$ cat config.mk
export PLATFORM = sky130hd
export DESIGN_NAME = sbc_top
export DESIGN_NICKNAME = d
export VERILOG_FILES = /design/src/rtl/sbc_pkg.sv /design/src/rtl/sbc_match.sv /design/src/rtl/sbc_decide.sv /design/src/rtl/sbc_store.sv /design/src/rtl/sbc_top.sv
export SDC_FILE = /design/constraint.sdc
export NUM_CORES = 1
export LEC_CHECK = 0
export BUFFER_PORTS_ARGS = -buffer_cell sky130_fd_sc_hd__buf_2
export CELL_PAD_IN_SITES_DETAIL_PLACEMENT = 1
export CELL_PAD_IN_SITES_GLOBAL_PLACEMENT = 1
export CORE_ASPECT_RATIO = 0.8
export CORE_MARGIN = 4
export CORE_UTILIZATION = 50
export DETAILED_ROUTE_END_ITERATION = 7
export GPL_ROUTABILITY_DRIVEN = 0
export PLACE_DENSITY_LB_ADDON = 0.1
export REMOVE_ABC_BUFFERS = 1
export SETUP_SLACK_MARGIN = 0.3
export SLEW_MARGIN = 15
export SYNTH_ARGS = -nofsm -noshare
export SYNTH_HDL_FRONTEND = slang
export SYNTH_SLANG_ARGS = --single-unit
export TNS_END_PERCENT = 1
$ cat constraint.sdc
create_clock -name clk -period 7.95 [get_ports clk]
set_clock_uncertainty 0.05 [all_clocks]
set_input_delay 0.3975 -clock clk [delete_from_list [all_inputs] [get_ports clk]]
set_output_delay 0.3975 -clock clk [all_outputs]
set_load 0.1 [all_outputs]
$ cat src/rtl/sbc_pkg.sv
package sbc_pkg;
  localparam int SLOTS  = 4;
  localparam int SLOT_W = $clog2(SLOTS);
  localparam int CNT_W  = $clog2(SLOTS + 1);

  typedef logic [1:0] slot_st_t;
  localparam slot_st_t ST_INV = 2'd0;
  localparam slot_st_t ST_VAL = 2'd1;
  localparam slot_st_t ST_FU  = 2'd2;

  typedef logic [SLOTS-1:0][1:0] slot_vec_t;
  typedef logic [CNT_W-1:0]      cnt_t;

  typedef struct packed {
    logic      comp;
    logic      scheme;
    slot_vec_t slots;
  } meta_t;

  typedef enum logic [2:0] {
    ACT_HIT      = 3'd0,
    ACT_PACK     = 3'd1,
    ACT_ALLOC    = 3'd2,
    ACT_FIRST    = 3'd3,
    ACT_WB_UPD   = 3'd4,
    ACT_WB_EVICT = 3'd5,
    ACT_WB_MEM   = 3'd6
  } act_t;

  // number of slots holding a valid block
  function automatic cnt_t val_count(input slot_vec_t s);
    cnt_t n;
    n = '0;
    for (int k = 0; k < SLOTS; k++) begin
      if (s[k] == ST_VAL) n = n + cnt_t'(1);
    end
    return n;
  endfunction

  // an entry keeps its tag while any slot is not invalid
  function automatic logic entry_live(input slot_vec_t s);
    return |s;
  endfunction

  // new data may stay in the way that holds it
  function automatic logic wb_fits(input logic comp, input logic scheme,
                                   input logic cmp, input logic sch);
    return !comp || (cmp && (scheme == sch));
  endfunction
endpackage

$ cat src/rtl/sbc_match.sv
module sbc_match
  import sbc_pkg::*;
#(
  parameter int WAYS  = 4,
  parameter int TAG_W = 8
) (
  input  logic [WAYS-1:0][TAG_W-1:0] set_tags,
  input  meta_t [WAYS-1:0]           set_meta,
  input  logic [TAG_W-1:0]           req_tag,
  input  logic [SLOT_W-1:0]          req_slot,
  input  logic                       req_cmp,
  input  logic                       req_scheme,
  output logic [WAYS-1:0]            hit_mask,
  output logic [WAYS-1:0]            val_mask,
  output logic [WAYS-1:0]            fu_mask,
  output logic [WAYS-1:0]            pack_mask,
  output logic [WAYS-1:0]            free_mask,
  output logic [WAYS-1:0]            wbok_mask
);
  for (genvar w = 0; w < WAYS; w++) begin : g_way
    slot_st_t st;
    cnt_t     nval;
    logic     live;
    logic     room;

    assign st   = set_meta[w].slots[req_slot];
    assign nval = val_count(set_meta[w].slots);
    assign live = entry_live(set_meta[w].slots);
    assign room = (nval < cnt_t'(SLOTS));

    assign hit_mask[w]  = live && (set_tags[w] == req_tag);
    assign val_mask[w]  = hit_mask[w] && (st == ST_VAL);
    assign fu_mask[w]   = hit_mask[w] && (st == ST_FU);
    assign pack_mask[w] = hit_mask[w] && (st != ST_VAL) && set_meta[w].comp &&
                          req_cmp && (set_meta[w].scheme == req_scheme) && room;
    assign free_mask[w] = (nval == '0);
    assign wbok_mask[w] = wb_fits(set_meta[w].comp, set_meta[w].scheme,
                                  req_cmp, req_scheme);
  end
endmodule

$ cat src/rtl/sbc_decide.sv
module sbc_decide
  import sbc_pkg::*;
#(
  parameter int WAYS  = 4,
  localparam int WAY_W = $clog2(WAYS)
) (
  input  logic             req_wb,
  input  logic [WAYS-1:0]  hit_mask,
  input  logic [WAYS-1:0]  val_mask,
  input  logic [WAYS-1:0]  fu_mask,
  input  logic [WAYS-1:0]  pack_mask,
  input  logic [WAYS-1:0]  free_mask,
  input  logic [WAYS-1:0]  wbok_mask,
  input  logic [WAY_W-1:0] rr_ptr,
  output act_t             act,
  output logic [WAY_W-1:0] tgt_way,
  output logic             evict,
  output logic             rr_adv
);
  logic [WAY_W-1:0] first_hit, first_val, first_pack, first_free, victim;
  logic             any_free;

  always_comb begin
    first_hit  = '0;
    first_val  = '0;
    first_pack = '0;
    first_free = '0;
    for (int w = WAYS - 1; w >= 0; w--) begin
      if (hit_mask[w])  first_hit  = WAY_W'(w);
      if (val_mask[w])  first_val  = WAY_W'(w);
      if (pack_mask[w]) first_pack = WAY_W'(w);
      if (free_mask[w]) first_free = WAY_W'(w);
    end
    any_free = |free_mask;
    victim   = any_free ? first_free : rr_ptr;
  end

  always_comb begin
    act     = ACT_HIT;
    tgt_way = '0;
    evict   = 1'b0;
    if (req_wb) begin
      if (|val_mask) begin
        act     = wbok_mask[first_val] ? ACT_WB_UPD : ACT_WB_EVICT;
        tgt_way = first_val;
      end else begin
        act     = ACT_WB_MEM;
        tgt_way = (|hit_mask) ? first_hit : '0;
      end
    end else if (|val_mask) begin
      act     = ACT_HIT;
      tgt_way = first_val;
    end else if (|pack_mask) begin
      act     = ACT_PACK;
      tgt_way = first_pack;
    end else if ((|fu_mask) || !(|hit_mask)) begin
      act     = ACT_ALLOC;
      tgt_way = victim;
      evict   = !any_free;
    end else begin
      act     = ACT_FIRST;
      tgt_way = first_hit;
    end
    rr_adv = (act == ACT_ALLOC) && !any_free;
  end
endmodule

$ cat src/rtl/sbc_store.sv
module sbc_store
  import sbc_pkg::*;
#(
  parameter int SETS  = 2,
  parameter int WAYS  = 4,
  parameter int TAG_W = 8,
  localparam int SET_W = $clog2(SETS),
  localparam int WAY_W = $clog2(WAYS)
) (
  input  logic                       clk,
  input  logic                       rst_n,
  input  logic                       req_valid,
  input  logic [SET_W-1:0]           req_set,
  input  logic [TAG_W-1:0]           req_tag,
  input  logic [SLOT_W-1:0]          req_slot,
  input  logic                       req_cmp,
  input  logic                       req_scheme,
  input  act_t                       act,
  input  logic [WAY_W-1:0]           tgt_way,
  input  logic [WAYS-1:0]            hit_mask,
  input  logic                       rr_adv,
  output logic [WAYS-1:0][TAG_W-1:0] set_tags,
  output meta_t [WAYS-1:0]           set_meta,
  output logic [WAY_W-1:0]           rr_ptr,
  output meta_t                      tgt_next
);
  logic [TAG_W-1:0] tag_q  [SETS][WAYS];
  meta_t            meta_q [SETS][WAYS];
  logic [WAY_W-1:0] rr_q   [SETS];

  logic [WAYS-1:0][TAG_W-1:0] nxt_tags;
  meta_t [WAYS-1:0]           nxt_meta;

  always_comb begin
    for (int w = 0; w < WAYS; w++) begin
      set_tags[w] = tag_q[req_set][w];
      set_meta[w] = meta_q[req_set][w];
    end
    rr_ptr = rr_q[req_set];
  end

  always_comb begin
    nxt_tags = set_tags;
    nxt_meta = set_meta;
    case (act)
      ACT_PACK: begin
        for (int w = 0; w < WAYS; w++)
          if (hit_mask[w]) nxt_meta[w].slots[req_slot] = ST_INV;
        nxt_meta[tgt_way].slots[req_slot] = ST_VAL;
      end
      ACT_ALLOC: begin
        for (int w = 0; w < WAYS; w++)
          if (hit_mask[w]) nxt_meta[w].slots[req_slot] = ST_INV;
        nxt_tags[tgt_way]        = req_tag;
        nxt_meta[tgt_way].comp   = req_cmp;
        nxt_meta[tgt_way].scheme = req_scheme;
        nxt_meta[tgt_way].slots  = '0;
        nxt_meta[tgt_way].slots[req_slot] = ST_VAL;
      end
      ACT_FIRST: begin
        for (int w = 0; w < WAYS; w++)
          if (hit_mask[w]) nxt_meta[w].slots[req_slot] = ST_FU;
      end
      ACT_WB_EVICT: nxt_meta[tgt_way].slots[req_slot] = ST_INV;
      default: ;
    endcase
    tgt_next = nxt_meta[tgt_way];
  end

  always_ff @(posedge clk) begin
    if (!rst_n) begin
      for (int s = 0; s < SETS; s++) begin
        rr_q[s] <= '0;
        for (int w = 0; w < WAYS; w++) begin
          tag_q[s][w]  <= '0;
          meta_q[s][w] <= '0;
        end
      end
    end else if (req_valid) begin
      for (int w = 0; w < WAYS; w++) begin
        tag_q[req_set][w]  <= nxt_tags[w];
        meta_q[req_set][w] <= nxt_meta[w];
      end
      if (rr_adv)
        rr_q[req_set] <= (rr_q[req_set] == WAY_W'(WAYS - 1)) ? '0 : rr_q[req_set] + WAY_W'(1);
    end
  end
endmodule

$ cat src/rtl/sbc_top.sv
module sbc_top
  import sbc_pkg::*;
#(
  parameter int SETS  = 2,
  parameter int WAYS  = 4,
  parameter int TAG_W = 8,
  localparam int SET_W = $clog2(SETS),
  localparam int WAY_W = $clog2(WAYS)
) (
  input  logic               clk,
  input  logic               rst_n,
  input  logic               req_valid,
  input  logic               req_wb,
  input  logic [SET_W-1:0]   req_set,
  input  logic [TAG_W-1:0]   req_tag,
  input  logic [SLOT_W-1:0]  req_slot,
  input  logic               req_cmp,
  input  logic               req_scheme,
  output logic               rsp_valid,
  output logic [2:0]         rsp_action,
  output logic [WAY_W-1:0]   rsp_way,
  output logic [2*SLOTS-1:0] rsp_slots,
  output logic               rsp_comp,
  output logic               rsp_evict
);
  logic [WAYS-1:0][TAG_W-1:0] set_tags;
  meta_t [WAYS-1:0]           set_meta;
  logic [WAY_W-1:0]           rr_ptr;
  meta_t                      tgt_next;
  logic [WAYS-1:0] hit_mask, val_mask, fu_mask, pack_mask, free_mask, wbok_mask;
  act_t             act;
  logic [WAY_W-1:0] tgt_way;
  logic             evict, rr_adv;

  // named events for the checker
  logic ev_alloc, ev_pack, ev_first, ev_wb_evict;
  assign ev_alloc    = req_valid && (act == ACT_ALLOC);
  assign ev_pack     = req_valid && (act == ACT_PACK);
  assign ev_first    = req_valid && (act == ACT_FIRST);
  assign ev_wb_evict = req_valid && (act == ACT_WB_EVICT);

  sbc_store #(.SETS(SETS), .WAYS(WAYS), .TAG_W(TAG_W)) store_i (
    .clk(clk), .rst_n(rst_n), .req_valid(req_valid), .req_set(req_set),
    .req_tag(req_tag), .req_slot(req_slot), .req_cmp(req_cmp),
    .req_scheme(req_scheme), .act(act), .tgt_way(tgt_way),
    .hit_mask(hit_mask), .rr_adv(rr_adv), .set_tags(set_tags),
    .set_meta(set_meta), .rr_ptr(rr_ptr), .tgt_next(tgt_next)
  );

  sbc_match #(.WAYS(WAYS), .TAG_W(TAG_W)) match_i (
    .set_tags(set_tags), .set_meta(set_meta), .req_tag(req_tag),
    .req_slot(req_slot), .req_cmp(req_cmp), .req_scheme(req_scheme),
    .hit_mask(hit_mask), .val_mask(val_mask), .fu_mask(fu_mask),
    .pack_mask(pack_mask), .free_mask(free_mask), .wbok_mask(wbok_mask)
  );

  sbc_decide #(.WAYS(WAYS)) decide_i (
    .req_wb(req_wb), .hit_mask(hit_mask), .val_mask(val_mask),
    .fu_mask(fu_mask), .pack_mask(pack_mask), .free_mask(free_mask),
    .wbok_mask(wbok_mask), .rr_ptr(rr_ptr), .act(act), .tgt_way(tgt_way),
    .evict(evict), .rr_adv(rr_adv)
  );

  always_ff @(posedge clk) begin
    if (!rst_n) begin
      rsp_valid  <= 1'b0;
      rsp_action <= '0;
      rsp_way    <= '0;
      rsp_slots  <= '0;
      rsp_comp   <= 1'b0;
      rsp_evict  <= 1'b0;
    end else begin
      rsp_valid <= req_valid;
      if (req_valid) begin
        rsp_action <= act;
        rsp_way    <= tgt_way;
        rsp_slots  <= tgt_next.slots;
        rsp_comp   <= tgt_next.comp;
        rsp_evict  <= evict;
      end
    end
  end
endmodule

# ---- Word-level counts from Yosys, hierarchy flattened
# Memories as Yosys holds them, arrays and structs flattened.
# Index checks and enable logic that the tools add are counted.
dict set report totals {
  elab_cells 275
  regBits 16
  mem_bits_ro 0
  latchBits 0
  ram_bits 148
  memories 3
  output_inout_bits 16
}
# name depth width rd rd_ports_with_merged_regs write_ports line_no
set mem_list {}
lappend mem_list {store_i.meta_q 2 40 1 0 2 sbc_store.sv:28} ;# meta_t meta_q [SETS][WAYS];
lappend mem_list {store_i.tag_q 2 32 1 0 2 sbc_store.sv:27} ;# logic [TAG_W-1:0] tag_q [SETS][WAYS];
lappend mem_list {store_i.rr_q 2 2 1 0 2 sbc_store.sv:29} ;# logic [WAY_W-1:0] rr_q [SETS];
dict set report classes {
  n_reduce_logical 66
  eq_ne 41
  n_mul 0
  bitwise 14
  n_mux 123
  order_cmp 9
  n_div 0
  addsub 13
  shifts 0
}
# operator count
set ops {}
lappend ops {{bitwise mux 40 bit} 6}
lappend ops {{2-to-1 mux 8 bit} 19}
lappend ops {{one-hot mux 8 bit (4 select lines)} 4}
lappend ops {{demux 10 bit (select 2 bit)} 4}
lappend ops {{2-to-1 mux 32 bit} 2}
lappend ops {{2-to-1 mux 2 bit} 30}
lappend ops {{2-to-1 mux 3 bit} 16}
lappend ops {{equality test 2 x 1 -> 1 bit (second input constant)} 20}
lappend ops {{2-to-1 mux 40 bit} 1}
lappend ops {{OR reduction 40 bit} 1}
lappend ops {{logical AND 1 bit} 39}
lappend ops {{AND 8 bit} 4}
lappend ops {{bitwise mux 32 bit} 1}
lappend ops {{equality test 8 bit} 4}
lappend ops {{OR reduction 32 bit} 1}
lappend ops {{OR reduction 8 bit} 4}
lappend ops {{2-to-1 mux 1 bit} 25}
lappend ops {{adder 3 x 1 -> 3 bit (second input constant)} 8}
lappend ops {{one-hot mux 2 bit (3 select lines)} 4}
lappend ops {{binary-select mux 10 bit (select 2 bit)} 1}
lappend ops {{2-to-1 mux 10 bit} 2}
lappend ops {{OR reduction 4 bit} 5}
lappend ops {{AND 4 bit} 4}
lappend ops {{binary-select mux 2 bit (select 2 bit)} 4}
lappend ops {{22 further kinds} 57}

# ---- Logic depth before layout (Yosys ltp)
# Gate-level depths: netlist of the first run.
# An unclocked memory read counts as a cell.
dict set report depth {
  word_depth 30
  depth_mapped 31
  mapped_depth_nobuf 19
}

# ---- Cells and area by module
# Synthesis of the first run repeated with hierarchy kept, for this count alone.
dict set report unflattened {
  cells_unflattened 1027
  hier_area_um2 10541.4
}
# mod cells_per_inst seq_area_each_um2 area_per_inst_um2 n_inst
set by_module_without_submodules {}
lappend by_module_without_submodules {sbc_store 752 4444.3 8212.9 1}
lappend by_module_without_submodules {sbc_match 182 0.0 1446.4 1}
lappend by_module_without_submodules {sbc_top 50 320.3 606.8 1}
lappend by_module_without_submodules {sbc_decide 43 0.0 275.3 1}

# ---- Worst setup path before layout of the first run
# Ideal clock, no wire load.
dict set report synth_timing {
  path_kind {input port to flip-flop}
  start {in req_set}
  end {mem store_i.meta_q[0][32] in the netlist's numbering (data pin)}
  path_stages 30
  required_time_ns 7.634
  setup_ns 0.266
  arrival_ns 6.360
  setup_slack_ns 1.274
  path_cell_list {buf_6 > buf_8 > buf_6 > buf_6 > buf_6 > buf_6 > buf_6 > buf_2 > buf_1 > clkbuf_1 > nand2_1 > o22ai_1 > inv_1 > ha_1 > and4bb_2 > or2_2 > nor2_1 > ha_1 > or4_1 > a21o_1 > a221oi_2 > o21ba_1 > a2111o_1 > buf_6 > a21oi_4 > buf_4 > a21oi_1 > o21a_1 > a21oi_1 > nor2_1}
}
# item line_no
set synth_lines {}
lappend synth_lines {{start, declared} sbc_top.sv:14} ;# input logic [SET_W-1:0] req_set,
lappend synth_lines {{end, declared} sbc_store.sv:28}

==> results of run 1 <==
-- tightest hold or removal path, stage by stage --
cell and delay [ps]:
buf_2 170, mux2i_1 150, nor2b_1 60
-- metrics by stage --
step	power [µW]	hold WS (ps)
finish	2580	339
global route	2670	357
CTS	2570	327
detailed placement	1630	434
global placement	1610	435
floorplan	1430	437
-- cell type report --
cell class,instances,area share [%]
clock buffer,17,3.40
timing repair buffer,46,2.27
sequential,164,38.1
clock inverter,14,1.88
inverter,20,0.601
tap,306,3.06
multi-input combinational,944,50.7
-- report_power, final --
part	leakage [µW]	switching (µW)	total, µW	internal, µW
Clock	0.000321	386	953	568
Combinational	0.00268	399	584	185
Sequential	0.00168	38.3	1040	1000
-- registers in the layout, indices dropped and copies added (netlist names) --
name	count
store_i.meta_q	80
rsp_action	3
rsp_evict	1
rsp_way	2
rsp_slots	8
store_i.rr_q	4
rsp_valid	1
store_i.tag_q	64
rsp_comp	1
-- layer usage --
metal	vias up	routed length [µm]
met5	-	0
met3	61	3320
met1	4982	17700
met2	421	16900
met4	0	767
li1	4500	-
-- how the worst max path moves through the flow --
stage                            endpoint  cells after the start
floorplan            store_i.meta_q[0][0]                      4
global placement             rsp_slots[1]                     20
detailed placement  store_i.meta_q[1][21]                     20
CTS                 store_i.meta_q[1][21]                     20
global route        store_i.meta_q[1][21]                     20
finish              store_i.meta_q[1][21]                     20
-- kinds of logic after synthesis --
family / Yosys count / share of synthesized area (%)
simple gates: 477 / 20.8
xor+xnor: 42 / 3.17
mux: 136 / 12.9
compound gates: 277 / 16.3
fa+ha+maj: 12 / 1.29
buf+inv: 106 / 4.56
flops: 164 / 41.0
-- synth_stat cells (7+ instances only) --
library cell    n
o22ai_1        12
a31oi_1        11
dfxtp_1        16
a21o_1          9
nand3_1        22
a211oi_1       12
nor3_1         46
nor4_1         16
a21oi_1        55
buf_2          18
xnor2_1        36
edfxtp_1      148
ha_1           12
nand4_1        12
inv_1          19
buf_6          11
o21ai_0        74
and2_1         18
or4_1          12
and3_1         10
nor2_1        171
mux4_2          7
clkbuf_1       49
o21a_1          9
nor2b_1        14
nand2_1        89
nand2b_1       11
mux2_2         37
mux2i_1        92
==> results.yml, run 1 <==
route:
  drt-wirelength-per-cell_um: 25.6
  ant_nets: 0
  drc: 0
  drt_iter0_drc: 1205
  drt-pass1-iter-count: 7
  viasPerCell: 6.59
  num_vias: 9964
  wl_um: 38700
final_layout:
  final_cell_mix: "171 x nor2_1, 148 x edfxtp_1, 92 x mux2i_1, 86 x nand2_1, 74 x o21ai_0"
  num-fill-cells: 2543
  finalInstanceArea_um2: 12500
  multi_input_area_um2: 6330
  final_common_cell: "nor2_1"
  nNetsFinal: 1222
  finish.utilization_pct: 55.1
  instances_no_fill: 1511
  layout-drive-gt1-share_pct: 13.9
  areaGrowthSynthToFinish_pct: 7.65
  seq_area_um2: 4760
  diodes: 0
setup_path:
  path_cells: "buf_6, nand2_1, o22ai_1, inv_1, ha_1, and4bb_2, or2_2, nor2_1, ha_1, or4_1, a21o_1, a221oi_2, a311oi_1, o21ai_0, a41o_1, nand3_1, nor2_1, o221ai_1, nand2_1, nor2_1"
  cp.arrival_ps: 6590
  path_buf_inv: 2
  rr_startpoint: "store_i.meta_q[1][30]"
  critPathRequiredTime_ps: 8060
  r2r_end: "store_i.meta_q[1][21]"
  startpoint_type: "input pin"
  crit_type: "in -> reg"
  r2r_slack_ps: 1730
  cpMostUsedCell: "nor2_1"
  worstSetupStartpoint: "req_set"
  slowest_delay_ps: 800
  crit_family: "simple AND/OR/NAND/NOR gates"
  crit_slowest_cell: "a41o_1"
  end_kind: "flop"
  reg2reg_depth: 19
  cp_max_fo: 82
run_status:
  status: "finished clean"
sta:
  min_period_ps: 6480
  fin_setup_tns_ps: 0
  max_freq_mhz: 154
  max_slew_margin_pct: 16.1
  hold_violations: 0
  fin_ws_ps: 1470
  post-route-period-util_pct: 81.5
  maxSlewViolCount: 0
  tightest_slew_ps: 1230
  setup-violations-final: 0
  grt_setup_unrepaired: "no"
global_routing:
  busiest_layer: "met2"
  grt_util_met1_pct: 44.6
  grt_use_met2_pct: 46.1
  antenna_found_initial: 0
  grt_usage_pct: 30.6
  use_met3_pct: 7.29
  grt_max_degree: 83
  grt_remaining_overflow: 0
  grt_pass1_vias: 9937
  grt_pass1_wl_um: 60100
floorplan:
  io_pins: 33
  rows: 49
  core_area_um2: 22700
  die_y_um: 144
  dieArea_um2: 25700
  initial_core_util_pct: 51.2
  chipWidth_um: 178
clock_network:
  clkLatencyLatePin_ps: 440
  cts_tree: "done"
  cts_buffer_depth: 2
  numCtsBuffers: 17
  clkTransAtPathRegs_ps: 70
  cts_resized: 0
  cts.sinks: 164
  htree_num_levels: 4
  cts_root_buf: "clkbuf_16"
  postCtsSetupRepairBufs: 0
  ctsHoldBuffers: 0
synth:
  yosysSeqAreaShare_pct: 41.0
  ys_ff_latch: 164
  synth_enable_flop_cells: 148
  yosys_warnings: 0
  synth.distinct_cells: 99
  synth_area_leaders: "edfxtp_1 38%, mux2i_1 7.9%, nor2_1 5.5%"
  synth_top_cell_by_area: "edfxtp_1"
  synthFlopType: "edfxtp_1"
  synth_area_um2: 11600
  syn-mean-instance-area_um2: 9.56
  synth_top_area_share_pct: 38.3
  async_flop_share_pct: 0
  syn_inst: 1214
place:
  hpwl_um: 27000
  io_buffers: 32
  preCtsSetupSlack_ps: 1260
  dpl.cell_count: 1480
  dpl_cell_area_um2: 11800
pwr:
  vdd_drop_max_mv: 0.118
  power_leakage_uw: 0.00469
  power_density_nw_per_um2: 206
worst_hold_path:
  hold_end: "rsp_action[2]"
  worstHoldStart: "req_wb"
  whs_path_depth: 3
  hp-class: "in -> reg"
job:
  drv_cap: 0
No activity file was read; power rests on OpenSTA's default activity.
==> run 2: changes to the inputs <==
- ABC_AREA: unset -> 1
- CORE_UTILIZATION: 50 -> 42
- clock period: 7.95 -> 5.3 ns (I/O delays scaled with it)
==> run 2 against run 1 <==
Final cell count up 37%; area after synthesis decreased by 0.88%; critical path depth is 8 higher; combinational power up 62%.
==> results.yml, run 2 <==
synth:
  synth_area_leaders: "edfxtp_1 39%, nand2_1 20%, nor2_1 8.0%"
  synth_enable_flop_cells: 148
  yosysSeqAreaShare_pct: 41.4
  async_flop_share_pct: 0
  yosys_warnings: 0
  synth_top_area_share_pct: 38.6
  synth_top_cell_by_area: "edfxtp_1"
  yosysMostFrequentCell: "nand2_1"
  ys_ff_latch: 164
  syn-mean-instance-area_um2: 6.86
  syn_inst: 1678
  synth_area_um2: 11500
  synthTopCellsByCount: "613 x nand2_1, 246 x nor2_1, 183 x inv_1"
  synth.distinct_cells: 38
  synthFlopType: "edfxtp_1"
setup_path:
  r2r_slack_ps: 730
  cp.arrival_ps: 4930
  r2r_end: "rsp_slots[2]"
  rr_startpoint: "store_i.meta_q[0][1]"
  startpoint_type: "input pin"
  crit_type: "in -> reg"
  reg2reg_depth: 29
  end_kind: "flop"
  cp_max_fo: 48
  critPathRequiredTime_ps: 5630
final_layout:
  final_cell_mix: "610 x nand2_1, 246 x nor2_1, 183 x inv_1, 153 x nand3_1, 148 x edfxtp_1"
  largest_reg_flops: 80
  areaGrowthSynthToFinish_pct: 10.0
  final_common_cell: "nand2_1"
  regMostFlops: "store_i.meta_q"
  layout-drive-gt1-share_pct: 9.92
  diodes: 0
  top_regs: "store_i.meta_q: 80 flops, store_i.tag_q: 64 flops, rsp_slots: 8 flops"
  nNetsFinal: 1729
clock_network:
  cts_root_buf: "clkbuf_16"
  numCtsBuffers: 17
  postCtsSetupRepairBufs: 0
  clkTransAtPathRegs_ps: 70
  cts_tree: "done"
  clkLatencyLatePin_ps: 450
  htree_num_levels: 4
  ctsHoldBuffers: 0
  cts_resized: 0
  cts.sinks: 164
  cts_buffer_depth: 2
place:
  hpwl_um: 30800
  preCtsSetupSlack_ps: 358
  io_buffers: 32
sta:
  post-route-period-util_pct: 86.7
  hold_violations: 0
  maxSlewViolCount: 0
  fin_setup_tns_ps: 0
  max_slew_margin_pct: 29.0
  whs_ps: 218
  tightest_slew_ps: 1060
  setup-violations-final: 0
  grt_setup_unrepaired: "no"
  max_freq_mhz: 218
  fin_ws_ps: 706
  min_period_ps: 4590
pwr:
  power_leakage_uw: 0.00596
  total_power_uw: 3840
  vdd_drop_max_mv: 0.220
  power_density_nw_per_um2: 303
floorplan:
  chipWidth_um: 193
  initial_core_util_pct: 43.2
  core_area_um2: 26700
  die_y_um: 156
  io_pins: 33
  rows: 53
  dieArea_um2: 30100
route:
  num_vias: 11400
  ant_nets: 0
  wl_um: 42600
  drc: 0
  drt-wirelength-per-cell_um: 20.6
  drt_iter0_drc: 921
  viasPerCell: 5.49
  drt-pass1-iter-count: 5
worst_hold_path:
  hp-class: "in -> reg"
  hold_end: "store_i.tag_q[1][14]"
  worstHoldStart: "req_tag[6]"
  whs_path_depth: 3
global_routing:
  grt_usage_pct: 28.7
  grt_pass1_wl_um: 65600
  grt_pass1_vias: 11300
  grt_remaining_overflow: 0
  antenna_found_initial: 0
  grt_max_degree: 55
job:
  drv_cap: 0
run_status:
  status: "finished clean"
[run 2: cell types whose count changed in the layout (fill, tap and decap cells not counted), sizes merged, moves of 14 or more]
cell,before,now
nor2,173,261
nor2b,15,0
nand3,24,158
inv,27,205
a31oi,15,1
xnor2,36,0
nand2,91,636
mux2i,92,2
nor3,49,0
nor4,21,0
and2,19,0
mux2,37,0
buf,46,67
[run 2: how the worst max path moves through the flow]
stage	from	to	slack, ps	cells after the start
finish	req_set	rsp_slots[2]	710	28
global route	req_set	rsp_slots[2]	370	32
CTS	store_i.meta_q[0][1]	rsp_comp	650	28
detailed placement	req_set	rsp_slots[2]	360	32
global placement	req_set	rsp_slots[2]	490	28
floorplan	req_valid	store_i.meta_q[0][0]	850	4
[run 2: area by class of cell]
type	count	area, µm²
tap	357	447
inverter	202	764
multi-input combinational	1248	5590
timing repair buffer	67	475
sequential	164	4760
fill	3579	14000
clock buffer	17	425
clock inverter	15	193
[run 2: kinds of logic after synthesis]
| kind of cell | after synthesis | share of synthesized area (%) |
|---|---|---|
| simple gates | 1083 | 39.5 |
| buf+inv | 266 | 10.1 |
| flops | 164 | 41.4 |
| compound gates | 144 | 7.00 |
| fa+ha+maj | 12 | 1.30 |
| xor+xnor | 7 | 0.533 |
| mux | 2 | 0.174 |
[run 2: stage by stage]
stage	instances	area, µm²	utilization [%]
2_1_floorplan	1614	11100	-
3_3_place_gp	2038	12000	45.2
3_5_place_dp	2038	12000	45.2
4_1_cts	2070	12700	47.5
5_1_grt	2070	12700	47.5
6_report	2070	12700	47.5
[run 2: metal layers]
layer / GRT usage, % / up-vias / share of wire, %
met5: 0 / - / 0
met4: 6.50 / 0 / 2.0
met3: 5.46 / 56 / 7.6
met2: 44.3 / 409 / 44
met1: 42.0 / 5537 / 47
li1: - / 5362 / -
[run 2: critical path: stages]
cell	delay [ps]
buf_4	320
inv_6	250
o21ai_1	380
nor2_1	130
ha_1	380
inv_1	100
nand3_1	110
nand2_1	110
ha_1	170
inv_1	40
nor2_1	110
nand2_1	60
nand2_1	110
nand3b_1	160
nand2_1	180
nor2_4	80
o21ai_1	350
nand3_1	190
nor2_4	370
buf_4	200
nand2_1	60
nand2_1	100
nand2_1	60
nand3_1	170
nand2_1	140
nand3_1	150
nor2_1	60
nor2_1	100
[run 2: power by group]
part           switching (µW)  internal, µW
sequential               30.9          1510
combinational             713           234
clock                     597           755
